File: src/rtl/cfgport_pkg.sv
package cfgport_pkg;
    localparam int ADDR_W      = 7;
    localparam int DATA_W      = 8;
    localparam int NUM_REGS    = 36;
    localparam int SYNC_STAGES = 2;
    localparam int SLOTS_MAX   = (DATA_W > ADDR_W + 1) ? DATA_W : ADDR_W + 1;
    localparam int CNT_W       = $clog2(SLOTS_MAX);

    typedef enum logic {
        PH_ADDR = 1'b0,
        PH_DATA = 1'b1
    } phase_e;

    typedef struct packed {
        logic              vld;
        logic [ADDR_W-1:0] addr;
        logic [DATA_W-1:0] data;
    } wr_req_t;

    function automatic logic addr_in_bank(input logic [ADDR_W-1:0] a, input int nregs);
        return int'(a) < nregs;
    endfunction
endpackage

File: src/rtl/cfg_sync.sv
module cfg_sync #(
    parameter int   STAGES  = 2,
    parameter logic RST_VAL = 1'b0
) (
    input  logic clk,
    input  logic rst,
    input  logic async_i,
    output logic sync_o
);
    logic [STAGES-1:0] chain_q;

    always_ff @(posedge clk) begin
        if (rst) chain_q <= {STAGES{RST_VAL}};
        else     chain_q <= {chain_q[STAGES-2:0], async_i};
    end

    assign sync_o = chain_q[STAGES-1];
endmodule

File: src/rtl/cfg_frame_ctl.sv
module cfg_frame_ctl
    import cfgport_pkg::*;
#(
    parameter int NREGS = NUM_REGS
) (
    input  logic              clk,
    input  logic              rst,
    input  logic              sclk_i,
    input  logic              ale_i,
    input  logic              din_i,
    input  logic [DATA_W-1:0] rd_data_i,
    output logic [ADDR_W-1:0] rd_addr_o,
    output logic              dout_o,
    output logic              doe_o,
    output wr_req_t           wr_o
);
    localparam logic [CNT_W-1:0] RW_SLOT   = CNT_W'(ADDR_W);
    localparam logic [CNT_W-1:0] LAST_DATA = CNT_W'(DATA_W - 1);

    phase_e            phase_q;
    logic [CNT_W-1:0]  cnt_q;
    logic [ADDR_W-1:0] addr_q;
    logic [DATA_W-1:0] din_q;
    logic [DATA_W-1:0] dout_q;
    logic              rw_q;
    logic              doe_q;
    logic              sclk_d;
    logic              ale_d;
    wr_req_t           wr_q;

    logic sclk_fall, ale_rise;
    assign sclk_fall = sclk_d & ~sclk_i;
    assign ale_rise  = ~ale_d & ale_i;

    always_ff @(posedge clk) begin
        if (rst) begin
            phase_q <= PH_ADDR;
            cnt_q   <= '0;
            addr_q  <= '0;
            din_q   <= '0;
            dout_q  <= '0;
            rw_q    <= 1'b0;
            doe_q   <= 1'b0;
            sclk_d  <= 1'b1;
            ale_d   <= 1'b1;
            wr_q    <= '0;
        end else begin
            sclk_d   <= sclk_i;
            ale_d    <= ale_i;
            wr_q.vld <= 1'b0;
            unique case (phase_q)
                PH_ADDR: begin
                    if (ale_rise && cnt_q != '0) begin
                        cnt_q <= '0;
                    end else if (sclk_fall && !ale_i) begin
                        if (cnt_q == RW_SLOT) begin
                            rw_q    <= din_i;
                            phase_q <= PH_DATA;
                            cnt_q   <= '0;
                            if (!din_i) begin
                                dout_q <= rd_data_i;
                                doe_q  <= 1'b1;
                            end
                        end else begin
                            addr_q <= {addr_q[ADDR_W-2:0], din_i};
                            cnt_q  <= cnt_q + CNT_W'(1);
                        end
                    end
                end
                PH_DATA: begin
                    if (sclk_fall && ale_i) begin
                        din_q  <= {din_q[DATA_W-2:0], din_i};
                        dout_q <= {dout_q[DATA_W-2:0], 1'b0};
                        if (cnt_q == LAST_DATA) begin
                            phase_q <= PH_ADDR;
                            cnt_q   <= '0;
                            doe_q   <= 1'b0;
                            if (rw_q && addr_in_bank(addr_q, NREGS)) begin
                                wr_q <= '{vld: 1'b1, addr: addr_q,
                                          data: {din_q[DATA_W-2:0], din_i}};
                            end
                        end else begin
                            cnt_q <= cnt_q + CNT_W'(1);
                        end
                    end
                end
                default: phase_q <= PH_ADDR;
            endcase
        end
    end

    assign rd_addr_o = addr_q;
    assign dout_o    = dout_q[DATA_W-1];
    assign doe_o     = doe_q;
    assign wr_o      = wr_q;

    // output enable only inside the data phase of a read
    a_r5_oe_read_only: assert property (@(posedge clk) disable iff (rst)
        doe_q |-> (phase_q == PH_DATA && !rw_q));

    // enable drops only when a data slot is taken
    a_r5_oe_release: assert property (@(posedge clk) disable iff (rst)
        $fell(doe_q) |-> $past(sclk_fall));

    // no write request leaves for an address outside the bank
    a_r6_no_write_out_of_range: assert property (@(posedge clk) disable iff (rst)
        wr_q.vld |-> addr_in_bank(wr_q.addr, NREGS));

    // write request lasts a single cycle
    a_r3_single_pulse: assert property (@(posedge clk) disable iff (rst)
        wr_q.vld |=> !wr_q.vld);

    // strobe rising mid-address discards the partial frame
    a_r7_abort_clears: assert property (@(posedge clk) disable iff (rst)
        (phase_q == PH_ADDR && cnt_q != '0 && ale_rise) |=> (phase_q == PH_ADDR && cnt_q == '0));
endmodule

File: src/rtl/cfg_reg_bank.sv
module cfg_reg_bank
    import cfgport_pkg::*;
#(
    parameter int NREGS = NUM_REGS
) (
    input  logic                    clk,
    input  logic                    rst,
    input  wr_req_t                 wr_i,
    input  logic [ADDR_W-1:0]       rd_addr_i,
    output logic [DATA_W-1:0]       rd_data_o,
    output logic [NREGS*DATA_W-1:0] regs_o
);
    logic [DATA_W-1:0] mem_q [NREGS];

    for (genvar g = 0; g < NREGS; g++) begin : g_reg
        always_ff @(posedge clk) begin
            if (rst)
                mem_q[g] <= '0;
            else if (wr_i.vld && wr_i.addr == ADDR_W'(g))
                mem_q[g] <= wr_i.data;
        end
        assign regs_o[g*DATA_W +: DATA_W] = mem_q[g];
    end

    always_comb begin
        rd_data_o = '0;
        for (int i = 0; i < NREGS; i++) begin
            if (rd_addr_i == ADDR_W'(i)) rd_data_o = mem_q[i];
        end
    end

    // a write request lands in the addressed register
    a_r2_write_lands: assert property (@(posedge clk) disable iff (rst)
        wr_i.vld |=> regs_o[$past(wr_i.addr)*DATA_W +: DATA_W] == $past(wr_i.data));

    // without a write request no register moves
    a_r4_bank_stable: assert property (@(posedge clk) disable iff (rst)
        !wr_i.vld |=> $stable(regs_o));
endmodule

File: src/rtl/cfg_serial_slave.sv
module cfg_serial_slave
    import cfgport_pkg::*;
#(
    parameter int NREGS  = NUM_REGS,
    parameter int STAGES = SYNC_STAGES
) (
    input  logic                    clk,
    input  logic                    rst,
    input  logic                    ser_clk_i,
    input  logic                    ser_ale_i,
    input  logic                    ser_dat_i,
    output logic                    ser_dat_o,
    output logic                    ser_dat_oe_o,
    output logic                    wr_pulse_o,
    output logic [ADDR_W-1:0]       wr_addr_o,
    output logic [NREGS*DATA_W-1:0] regs_o
);
    localparam int         NSIG    = 3;
    localparam logic [2:0] IDLE_HI = 3'b011;

    logic [NSIG-1:0] raw, synced;
    assign raw = {ser_dat_i, ser_ale_i, ser_clk_i};

    for (genvar s = 0; s < NSIG; s++) begin : g_sync
        cfg_sync #(.STAGES(STAGES), .RST_VAL(IDLE_HI[s])) u_sync (
            .clk     (clk),
            .rst     (rst),
            .async_i (raw[s]),
            .sync_o  (synced[s])
        );
    end

    wr_req_t           wr;
    logic [ADDR_W-1:0] rd_addr;
    logic [DATA_W-1:0] rd_data;

    cfg_frame_ctl #(.NREGS(NREGS)) u_ctl (
        .clk       (clk),
        .rst       (rst),
        .sclk_i    (synced[0]),
        .ale_i     (synced[1]),
        .din_i     (synced[2]),
        .rd_data_i (rd_data),
        .rd_addr_o (rd_addr),
        .dout_o    (ser_dat_o),
        .doe_o     (ser_dat_oe_o),
        .wr_o      (wr)
    );

    cfg_reg_bank #(.NREGS(NREGS)) u_bank (
        .clk       (clk),
        .rst       (rst),
        .wr_i      (wr),
        .rd_addr_i (rd_addr),
        .rd_data_o (rd_data),
        .regs_o    (regs_o)
    );

    assign wr_pulse_o = wr.vld;
    assign wr_addr_o  = wr.addr;

    // outputs quiet in the cycle after reset
    a_r1_quiet_after_reset: assert property (@(posedge clk)
        $past(rst) |-> (!ser_dat_oe_o && !wr_pulse_o && regs_o == '0));
endmodule

File: config.mk
export PLATFORM = sky130hd
export DESIGN_NAME = cfg_serial_slave
export DESIGN_NICKNAME = d
export VERILOG_FILES = /design/src/rtl/cfgport_pkg.sv /design/src/rtl/cfg_sync.sv /design/src/rtl/cfg_frame_ctl.sv /design/src/rtl/cfg_reg_bank.sv /design/src/rtl/cfg_serial_slave.sv
export SDC_FILE = /design/constraint.sdc
export NUM_CORES = 1
export LEC_CHECK = 0
export ABC_AREA = 1
export BUFFER_PORTS_ARGS = -buffer_cell sky130_fd_sc_hd__buf_2
export CORE_MARGIN = 4
export CORE_UTILIZATION = 50
export DETAILED_ROUTE_END_ITERATION = 8
export GPL_TIMING_DRIVEN = 0
export PLACE_DENSITY_LB_ADDON = 0.2
export SYNTH_ARGS = -nofsm -noshare
export SYNTH_HDL_FRONTEND = slang
export SYNTH_SLANG_ARGS = --single-unit
export TNS_END_PERCENT = 20
File: constraint.sdc
create_clock -name clk -period 5.55 [get_ports clk]
set_input_delay 0.555 -clock clk [delete_from_list [all_inputs] [get_ports clk]]
set_output_delay 0.555 -clock clk [all_outputs]
set_load 0.02 [all_outputs]
=== Yosys cells after proc, flatten, opt, wreduce, memory -nomap -nowiden ===
Memory sizes are Yosys's and may differ from the RTL's.
Cells that the tools add are included.

* Bitwise logic cells: 44
* Multiplexer cells: 207
* Equality and inequality tests: 78
* Add/subtract/negate cells: 1
* Reductions and logical operators: 52
* Magnitude comparators: 1

{| class="wikitable"
|+ Operator list
! cell !! number
|-
| 8-bit 2-to-1 mux || 77
|-
| 7-bit by 5-bit == test with 1-bit output, second input constant || 32
|-
| 1-bit 2-to-1 mux || 121
|-
| 7-bit by 4-bit == test with 1-bit output, second input constant || 16
|-
| 7-bit by 3-bit == test with 1-bit output, second input constant || 8
|-
| 7-bit by 6-bit == test with 1-bit output, second input constant || 8
|-
| 1-bit logical AND || 40
|-
| 1-bit OR || 36
|-
| 7-bit by 2-bit == test with 1-bit output, second input constant || 4
|-
| 16-bit 2-to-1 mux || 1
|-
| 8-bit one-hot mux with 2 select lines || 1
|-
| 7-bit by 1-bit == test with 1-bit output, second input constant || 2
|-
| 7-bit logical NOT || 2
|-
| 3-bit 2-to-1 mux || 4
|-
| 4-bit AND reduction || 3
|-
| 2-bit != test, second input constant || 4
|-
| 7-bit by 6-bit < comparator with 1-bit output, second input constant || 1
|-
| 1-bit inverter || 6
|-
| 3-bit one-hot mux with 2 select lines || 1
|-
| 6-bit AND reduction || 1
|-
| 5-bit AND reduction || 1
|-
| 2-bit by 1-bit != test with 1-bit output, second input constant || 2
|-
| 1-bit one-hot mux with 2 select lines || 2
|-
| 2-bit AND reduction || 2
|-
| other kinds (7) || 8
|}

* Memories: 1
* Output and inout port bits: 298
* Memory bits (writable): 288
* Word-level logic and storage cells: 399
* Flip-flop bits (word level): 52

{| class="wikitable"
|+ Memories
! name !! depth !! width !! rd ports !! clocked after Yosys merged registers in !! wr ports !! RTL line !! RTL
|-
| u_bank.mem_q || 36 || 8 || 36 || 0 || 36 || cfg_reg_bank.sv:13 || <nowiki>logic [DATA_W-1:0] mem_q [NREGS];</nowiki>
|}

=== Longest topological paths before layout ===
Gate-level depths: netlist (run 1).

* Word-level depth: 42
* Gate-level depth with buffers: 30
* Gate-level depth less buffers: 30

=== By module ===
From an unflattened synthesis (run 1), not the netlist that was laid out.

* Cells, all modules: 1710
* Area total of the unflattened synthesis: 15498.6 µm²

{| class="wikitable"
|+ Modules (own cells, without submodules)
! module !! times used !! cells an instance !! area an instance (µm²) !! seq. area each (µm²)
|-
| cfg_reg_bank || 1 || 1404 || 13235.2 || 8648.3
|-
| cfg_frame_ctl || 1 || 286 || 2090.8 || 920.9
|-
| cfg_sync at g_sync[0].u_sync ... || 2 || 7 || 58.8 || 40.0
|-
| cfg_sync at g_sync[2].u_sync || 1 || 6 || 55.1 || 40.0
|}

=== Worst setup path before layout (run 1) ===
OpenSTA, ideal clock, no wires.

* Kind: register to register
* Start: register u_ctl.addr_q[6], in the netlist u_ctl.rd_addr_o[6]
* End: register u_ctl.dout_q[3]
* Clock period less this slack: 2314 ps
* Cell stages (with the launch flop): 24
* Slack: 3236 ps
* Library setup time: 132 ps
* Arrival: 2181 ps
* Path buffers: 0
* Cell sequence: dfxtp_1 > inv_1 > nand2_1 > nor2_1 > nand2_1 > or2_0 > nand2_1 > nand3_1 > nand2_1 > nand4_1 > nand2_1 > nand4_1 > nand2_1 > nand4_1 > nand2_1 > nand4_1 > nand2_1 > nand4_1 > nor2_1 > nand3_1 > nor2_1 > nand3_1 > nand2_1 > a21oi_1

* Word-level cells in the longest chain between the ends: 42
* Elaborated cells on any way between the ends: 77
* Those cells by class: 35 x eq/ne; 41 x mux; 1 x reduce/logical

{| class="wikitable"
|+ RTL lines
! what !! RTL line !! RTL
|-
| from (decl) || cfg_frame_ctl.sv:22 || <nowiki>logic [ADDR_W-1:0] addr_q;</nowiki>
|-
| from (signal assigned) || cfg_frame_ctl.sv:65 || <nowiki>addr_q <= {addr_q[ADDR_W-2:0], din_i};</nowiki>
|-
| 7-bit logical NOT || cfg_reg_bank.sv:28 || <nowiki>if (rd_addr_i == ADDR_W'(i)) rd_data_o = mem_q[i];</nowiki>
|-
| 8-bit 2-to-1 mux (35 in a row) || cfg_reg_bank.sv:28 ||
|-
| 8-bit 2-to-1 mux * || cfg_reg_bank.sv:28 ||
|-
| 8-bit 2-to-1 mux * || cfg_frame_ctl.sv:60 || <nowiki>if (!din_i) begin</nowiki>
|-
| 8-bit 2-to-1 mux * || cfg_frame_ctl.sv:56 || <nowiki>if (cnt_q == RW_SLOT) begin</nowiki>
|-
| 8-bit 2-to-1 mux * || cfg_frame_ctl.sv:55 || <nowiki>end else if (sclk_fall && !ale_i) begin</nowiki>
|-
| 8-bit 2-to-1 mux * || cfg_frame_ctl.sv:53 || <nowiki>if (ale_rise && cnt_q != '0) begin</nowiki>
|-
| 8-bit one-hot mux with 2 select lines * || cfg_frame_ctl.sv:51 || <nowiki>unique case (phase_q)</nowiki>
|-
| to (signal assigned) || cfg_frame_ctl.sv:61 || <nowiki>dout_q <= rd_data_i;</nowiki>
|-
| to (signal assigned) || cfg_frame_ctl.sv:73 || <nowiki>dout_q <= {dout_q[DATA_W-2:0], 1'b0};</nowiki>
|-
| to (decl) || cfg_frame_ctl.sv:24 || <nowiki>logic [DATA_W-1:0] dout_q;</nowiki>
|}

Every way passes the cells marked *; elsewhere a longest branch is shown, timed or not. The select of a mux whose other input is x is not followed.
A chain may end at the register's enable or synchronous reset.

=== Worst setup path after layout (run 1) ===
* Start: register u_ctl.addr_q[4], in the netlist u_ctl.rd_addr_o[4]
* End: register u_ctl.dout_q[5]

Same word-level chain as after synthesis.

==> results of run 1 <==
[final cells by class]
| class | count | area [µm²] |
|---|---|---|
| Buffer | 57 | 249 |
| Clock buffer | 44 | 952 |
| Clock inverter | 15 | 191 |
| Fill cell | 2570 | 11500 |
| Inverter | 152 | 571 |
| Multi-Input combinational cell | 1108 | 4720 |
| Sequential cell | 340 | 9690 |
| Tap cell | 390 | 488 |
| Timing Repair Buffer | 302 | 1510 |
[final timing paths]
path | slack (ns) | startpoint | cells after the start | end
min reg2reg | 0.41 | g_sync[2].u_sync.chain_q[0] | 2 | g_sync[2].u_sync.chain_q[1]
max reg2reg | 1.80 | u_ctl.rd_addr_o[4] | 24 | u_ctl.dout_q[5]
max | 1.80 | u_ctl.rd_addr_o[4] | 24 | u_ctl.dout_q[5]
min | 0.22 | ser_clk_i | 2 | g_sync[0].u_sync.chain_q[0]
[cells in the final DEF, fill, tap and decap left out, types with 31 or more instances in the layout]
| master | count |
|---|---|
| a21oi_1 | 58 |
| buf_2 | 303 |
| clkbuf_1 | 53 |
| clkbuf_16 | 37 |
| dfxtp_1 | 52 |
| edfxtp_1 | 288 |
| inv_1 | 131 |
| nand2_1 | 395 |
| nand3_1 | 61 |
| nand4_1 | 51 |
| nor2_1 | 432 |
| o21ai_0 | 39 |
| or2_2 | 31 |
[sequential cells by signal, summed over array words and instances (netlist names)]
signal                 cells
u_bank.mem_q             288
u_ctl.rw_q                 1
u_ctl.phase_q              1
u_ctl.sclk_d               1
g_sync.u_sync.chain_q      6
u_ctl.doe_o                1
u_ctl.dout_q               8
u_ctl.wr_o                16
u_ctl.rd_addr_o            7
u_ctl.cnt_q                3
u_ctl.ale_d                1
u_ctl.din_q                7
[worst max-delay path, cell delays in order, from the launching register on]
cell and delay, ns:
dfxtp_1 0.39, inv_2 0.09, nand3_4 0.17, buf_6 0.20
nor2_2 0.10, nand2_1 0.08, nand3_1 0.09, nor2_1 0.13
nand4_1 0.13, nor2_1 0.14, nand3_1 0.13, nand2_1 0.09
nand4_1 0.10, nand2_1 0.10, nand4_1 0.10, nand2_1 0.10
nand4_1 0.14, nor3_1 0.27, nand4_1 0.20, nor2_1 0.18
nand4_1 0.15, nor2_1 0.22, nand4_1 0.14, nand2_1 0.09
a21oi_1 0.06
[through the flow]
step                      utilization, %  hold slack [ns]  power, mW  area, µm²
after floorplan                        -            0.388       3.12      15200
after global placement              57.7            0.391       3.26      17200
after detailed placement            57.7            0.398       3.27      17200
after CTS                           61.5            0.214       5.61      18400
after global routing                61.5            0.222       5.74      18400
final                               61.5            0.220       5.62      18400
[synthesized netlist by cell type]
| cell | instances | area, µm² |
|---|---|---|
| nand3_4 | 1 | 17.5 |
| a2111oi_0 | 1 | 8.76 |
| clkinv_1 | 2 | 7.51 |
| a31oi_1 | 1 | 6.26 |
| buf_1 | 2 | 7.51 |
| buf_4 | 7 | 52.6 |
| nor2_4 | 4 | 45.0 |
| nand3_1 | 61 | 305 |
| inv_1 | 131 | 492 |
| nor4_1 | 1 | 6.26 |
| buf_2 | 1 | 5.00 |
| or2_0 | 6 | 37.5 |
| or2_2 | 31 | 194 |
| nand4_1 | 51 | 319 |
| o21ai_0 | 39 | 195 |
| dfxtp_1 | 52 | 1040 |
| or2_1 | 1 | 6.26 |
| a211oi_1 | 3 | 22.5 |
| o31ai_1 | 2 | 15.0 |
| nor2_2 | 10 | 62.6 |
| nor3_1 | 4 | 20.0 |
| ha_1 | 3 | 37.5 |
| o211ai_1 | 1 | 7.51 |
| nand2_1 | 395 | 1480 |
| nor2_1 | 432 | 1620 |
| edfxtp_1 | 288 | 8650 |
| inv_2 | 19 | 71.3 |
| buf_6 | 1 | 11.3 |
| clkbuf_1 | 46 | 173 |
| o22ai_1 | 3 | 18.8 |
| a21oi_1 | 58 | 290 |
[kinds of logic after synthesis]
logic type	after synthesis	share of synthesized area (%)
buffers and inverters	209	5.38
adders and majority gates	3	0.247
AOI/OAI and AO/OA	108	3.71
and+or+nand+nor	997	27.0
DFF	340	63.6
[power groups by stage]
stage               registers (mW)  clock network (mW)  logic (mW)
detailed placement            2.94                   0       0.320
global route                  2.90                2.50       0.341
floorplan                     3.02                   0      0.0931
finish                        2.89                2.41       0.320
global placement              2.94                   0       0.317
CTS                           2.89                2.40       0.321
[routing by layer]
metal	vias to the layer above	share of wire [%]
met4	0	3.3
met2	713	48
met5	-	0
li1	6075	-
met1	6331	39
met3	115	9.3
==> impl_metrics.py, run 1 <==
metrics = {
    "synth": {
        "ys_warn_count": 0,
        "synth-seq-cells": 340,
        "ys_seq_area_share_pct": 63.6,
        "avgSynthCellArea_um2": 9.19,
        "syn_nets": 1665,
        "syn_inst": 1657,
        "netlist_area_um2": 15200,
        "ys_types": 31,
    },
    "sta": {
        "rsz0062_at_grt": "false",
        "min_period_over_period_pct": 67.6,
        "final.setup.worst_slack_ns": 1.80,
        "finClkSkew_ns": 0.0113,
        "hold_viol_final": 0,
        "slew_violations": 0,
        "max_slew_margin_pct": 30.1,
        "finalSetupViolCount": 0,
        "min_period_ns": 3.75,
        "fmax_ghz": 0.267,
        "max_slew.worst_pin.slew_ns": 1.04,
        "tns_ns": 0,
    },
    "die": {
        "die-height_um": 183,
        "start_util_pct": 51.0,
        "dieArea_um2": 33300,
        "core.rowCount": 63,
        "core-area_um2": 29900,
        "ioPinCount": 303,
        "fp.dieW_um": 183,
    },
    "pwr": {
        "peakVddDrop_mv": 0.246,
        "p_leak_nw": 7.36,
        "switching_share_pct": 22.5,
        "p_clk_share_pct": 42.9,
        "p_switching_mw": 1.26,
        "p_int_mw": 4.36,
        "powerDensity_nw_per_um2": 306,
        "p_seq_share_pct": 51.4,
        "combinationalPowerShare_pct": 5.7,
    },
    "final_layout": {
        "drive_above_1_share_pct": 20.9,
        "syn2layout_area_growth_pct": 20.6,
        "diodes": 0,
        "fin_cells": 2408,
        "nets": 2004,
    },
    "clocking": {
        "cts_setup_buffers": 0,
        "cts_root_buf": "clkbuf_16",
        "cts.hold.buffers_added": 0,
        "numCtsBuffers": 35,
        "clk_pin_slew_ns": 0.06,
        "htree_levels": 2,
        "cts_tree": "done",
        "cts_resized": 0,
        "clock_sinks": 340,
        "clockBufferDepth": 3,
        "clkLatencyLatePin_ns": 0.52,
    },
    "placed_design": {
        "dpl_worst_slack_ns": 1.87,
        "dp.cells": 2349,
        "port_buffers": 302,
        "post-dp-hpwl_um": 37800,
        "gp_congestion": 0.971,
    },
    "flow_run": {
        "maxCapViolations": 0,
    },
    "outcome": {
        "status": "complete, no violations",
    },
    "detailed_routing": {
        "drt_iter0_markers": 1262,
        "postRouteAntennaNets": 0,
        "drtPass1Iterations": 5,
        "routedWlPerCell_um": 20.7,
        "vias": 13234,
        "routed_wl_um": 50000,
        "vias_per_cell": 5.50,
        "remaining_drc_errors": 0,
    },
    "worst_setup_path": {
        "criticalPathCategory": "reg2reg",
        "worstSetupStartpointType": "register",
        "cp.arrival_ns": 4.14,
        "cp-end-kind": "register",
        "path_max_fanout": 10,
        "crit_required_ns": 5.94,
    },
    "global_route": {
        "grt_pass1_vias": 12734,
        "grtUsageMet3_pct": 4.60,
        "grt_first_pass_wirelength_um": 73800,
        "grtUsageTotal_pct": 28.9,
        "overflow": 0,
        "grt-busiest-layer": "met2",
        "grt_max_degree": 15,
        "use_met2_pct": 48.8,
        "grt_use_met1_pct": 38.2,
        "antenna_found_initial": 0,
    },
    "hold_path": {
        "hold_path_class": "in2reg",
    },
}
(Power assumes the default switching activity.)
==> inputs of run 2 (changes only) <==
Clock period 5.55 ns to 3.8 ns, I/O delays scaled along.
==> run 2 against run 1 <==
Clock skew fell by 0.0025 ns; first-iteration DRC count rose by 7.0%; core utilization rose by 0.62 points; flip-flop and latch count did not move; combinational power rose by 52%; largest power group unchanged; non-clock buffer count rose by 12; clock-buffer cell count did not move; critical endpoint is now u_ctl.dout_q[2]; sequential share of layout area fell by 0.45 points; critical path depth rose by 4; highest routed layer unchanged; die area did not move; worst setup slack got worse by 1.6 ns.
==> impl_metrics.py, run 2 (synthesis results as in run 1) <==
metrics = {
    "clocking": {
        "cts_tree": "done",
        "numCtsBuffers": 35,
        "htree_levels": 2,
        "clk_pin_slew_ns": 0.06,
        "clkLatencyLatePin_ns": 0.52,
        "clockBufferDepth": 3,
        "cts.hold.buffers_added": 0,
        "clock_sinks": 340,
        "cts_root_buf": "clkbuf_16",
    },
    "global_route": {
        "grt_pass1_vias": 12734,
        "antenna_found_initial": 0,
        "grtUsageTotal_pct": 28.9,
        "grt_first_pass_wirelength_um": 73800,
        "overflow": 0,
        "grt_max_degree": 15,
    },
    "worst_setup_path": {
        "ff2ff_path_depth": 28,
        "critPathMaxStageDelay_ns": 0.37,
        "critPathSlowestCell": "dfxtp_4",
        "path_max_fanout": 5,
        "cp-end-kind": "register",
        "criticalPathCategory": "reg2reg",
        "worstSetupStartpointType": "register",
        "crit_required_ns": 4.18,
        "cp.arrival_ns": 4.02,
        "crit_top_cell": "nand2_1",
    },
    "sta": {
        "min_period_ns": 3.64,
        "hold_viol_final": 0,
        "finClkSkew_ns": 0.00882,
        "min_period_over_period_pct": 95.7,
        "slew_violations": 0,
        "max_slew_margin_pct": 30.4,
        "fmax_ghz": 0.275,
        "finalSetupViolCount": 0,
        "max_slew.worst_pin.slew_ns": 1.03,
    },
    "placed_design": {
        "port_buffers": 302,
        "dp.cells": 2349,
        "gp_congestion": 0.971,
        "post-dp-hpwl_um": 37800,
    },
    "pwr": {
        "switching_share_pct": 22.5,
        "peakVddDrop_mv": 0.362,
        "p_seq_share_pct": 51.4,
        "p_clk_share_pct": 42.7,
        "total_power_mw": 8.23,
        "p_switching_mw": 1.85,
        "powerDensity_nw_per_um2": 443,
        "combinationalPowerShare_pct": 5.9,
        "p_leak_nw": 7.42,
        "p_int_mw": 6.38,
    },
    "final_layout": {
        "syn2layout_area_growth_pct": 21.9,
        "fin_cells": 2420,
        "diodes": 0,
        "nets": 2016,
        "top_register": "u_bank.mem_q",
        "final_common_cell": "nor2_1",
        "mostFrequentLayoutCells": "nor2_1 (429), nand2_1 (388), buf_2 (303)",
        "largest_register_ffs": 288,
        "nFillCells": 2540,
        "final_util_pct": 62.1,
        "drive_above_1_share_pct": 22.4,
    },
    "detailed_routing": {
        "vias_per_cell": 5.50,
        "drt_iter0_markers": 1350,
        "vias": 13313,
        "remaining_drc_errors": 0,
        "drtPass1Iterations": 6,
        "routedWlPerCell_um": 20.7,
        "routed_wl_um": 50100,
        "postRouteAntennaNets": 0,
    },
    "die": {
        "ioPinCount": 303,
        "core-area_um2": 29900,
        "core.rowCount": 63,
        "die-height_um": 183,
        "fp.dieW_um": 183,
        "start_util_pct": 51.0,
        "dieArea_um2": 33300,
    },
    "hold_path": {
        "hold_depth": 2,
        "hold_path_class": "in2reg",
    },
    "flow_run": {
        "maxCapViolations": 0,
    },
    "outcome": {
        "status": "complete, no violations",
    },
}
==> run 2: cell types whose count changed in the layout (fill, tap and decap cells not counted), sizes merged <==
cell,delta
buf,+12
==> run 2: path summary, 6_finish.rpt <==
check | start | to | slack, ns
max | u_ctl.rd_addr_o[4] | u_ctl.dout_q[2] | 0.16
min | ser_ale_i | g_sync[1].u_sync.chain_q[0] | 0.05
max reg2reg | u_ctl.rd_addr_o[4] | u_ctl.dout_q[2] | 0.16
min reg2reg | g_sync[2].u_sync.chain_q[0] | g_sync[2].u_sync.chain_q[1] | 0.41
==> run 2: per-stage QoR <==
stage	cell area [µm²]	setup slack, ns	TNS, ns	hold slack (ns)
floorplan	15200	1.49	0	0.388
global route	18600	-0.0363	-0.0363	0.0471
CTS	18400	0.0801	0	0.0390
finish	18600	0.162	0	0.0457
global placement	17200	0.0921	0	0.391
detailed placement	17200	0.122	0	0.398
==> run 2: layout make-up <==
type,count,area [µm²],area share [%]
Clock inverter,15,191,1.03
Tap cell,390,488,2.63
Sequential cell,340,9700,52.3
Timing Repair Buffer,314,1620,8.72
Clock buffer,44,952,5.13
Inverter,152,573,3.09
Buffer,57,258,1.39
Multi-Input combinational cell,1108,4770,25.7
==> run 2: critical path: cells and delay by family, from the launching register on <==
kind                   cells  cell delay, ns
DFF                        1            0.37
AOI/OAI and AO/OA          2            0.24
and+or+nand+nor           22            2.40
buffers and inverters      4            0.46
==> run 2: metal layers <==
metal	routed length (µm)	vias up	track usage, %	share of wire, %
li1	-	6102	-	-
met1	19600	6372	38.2	39
met2	24200	715	48.8	48
met3	4560	124	4.60	9.1
met4	1720	0	9.61	3.4
met5	0	-	0	0
==> run 2: what timing repair did <==
| item | in CTS | in global routing |
|---|---|---|
| gates resized for setup | 0 | 30 |
| setup endpoints to repair | 0 | 3 |
| buffers inserted | 0 | 12 |
==> run 2: power by group through the flow <==
stage | combinational, mW | clock (mW) | sequential, mW
3_3_place_gp | 0.470 | 0 | 4.30
5_1_grt | 0.518 | 3.65 | 4.24
4_1_cts | 0.476 | 3.51 | 4.23
2_1_floorplan | 0.136 | 0 | 4.42
3_5_place_dp | 0.475 | 0 | 4.31
6_report | 0.487 | 3.51 | 4.23
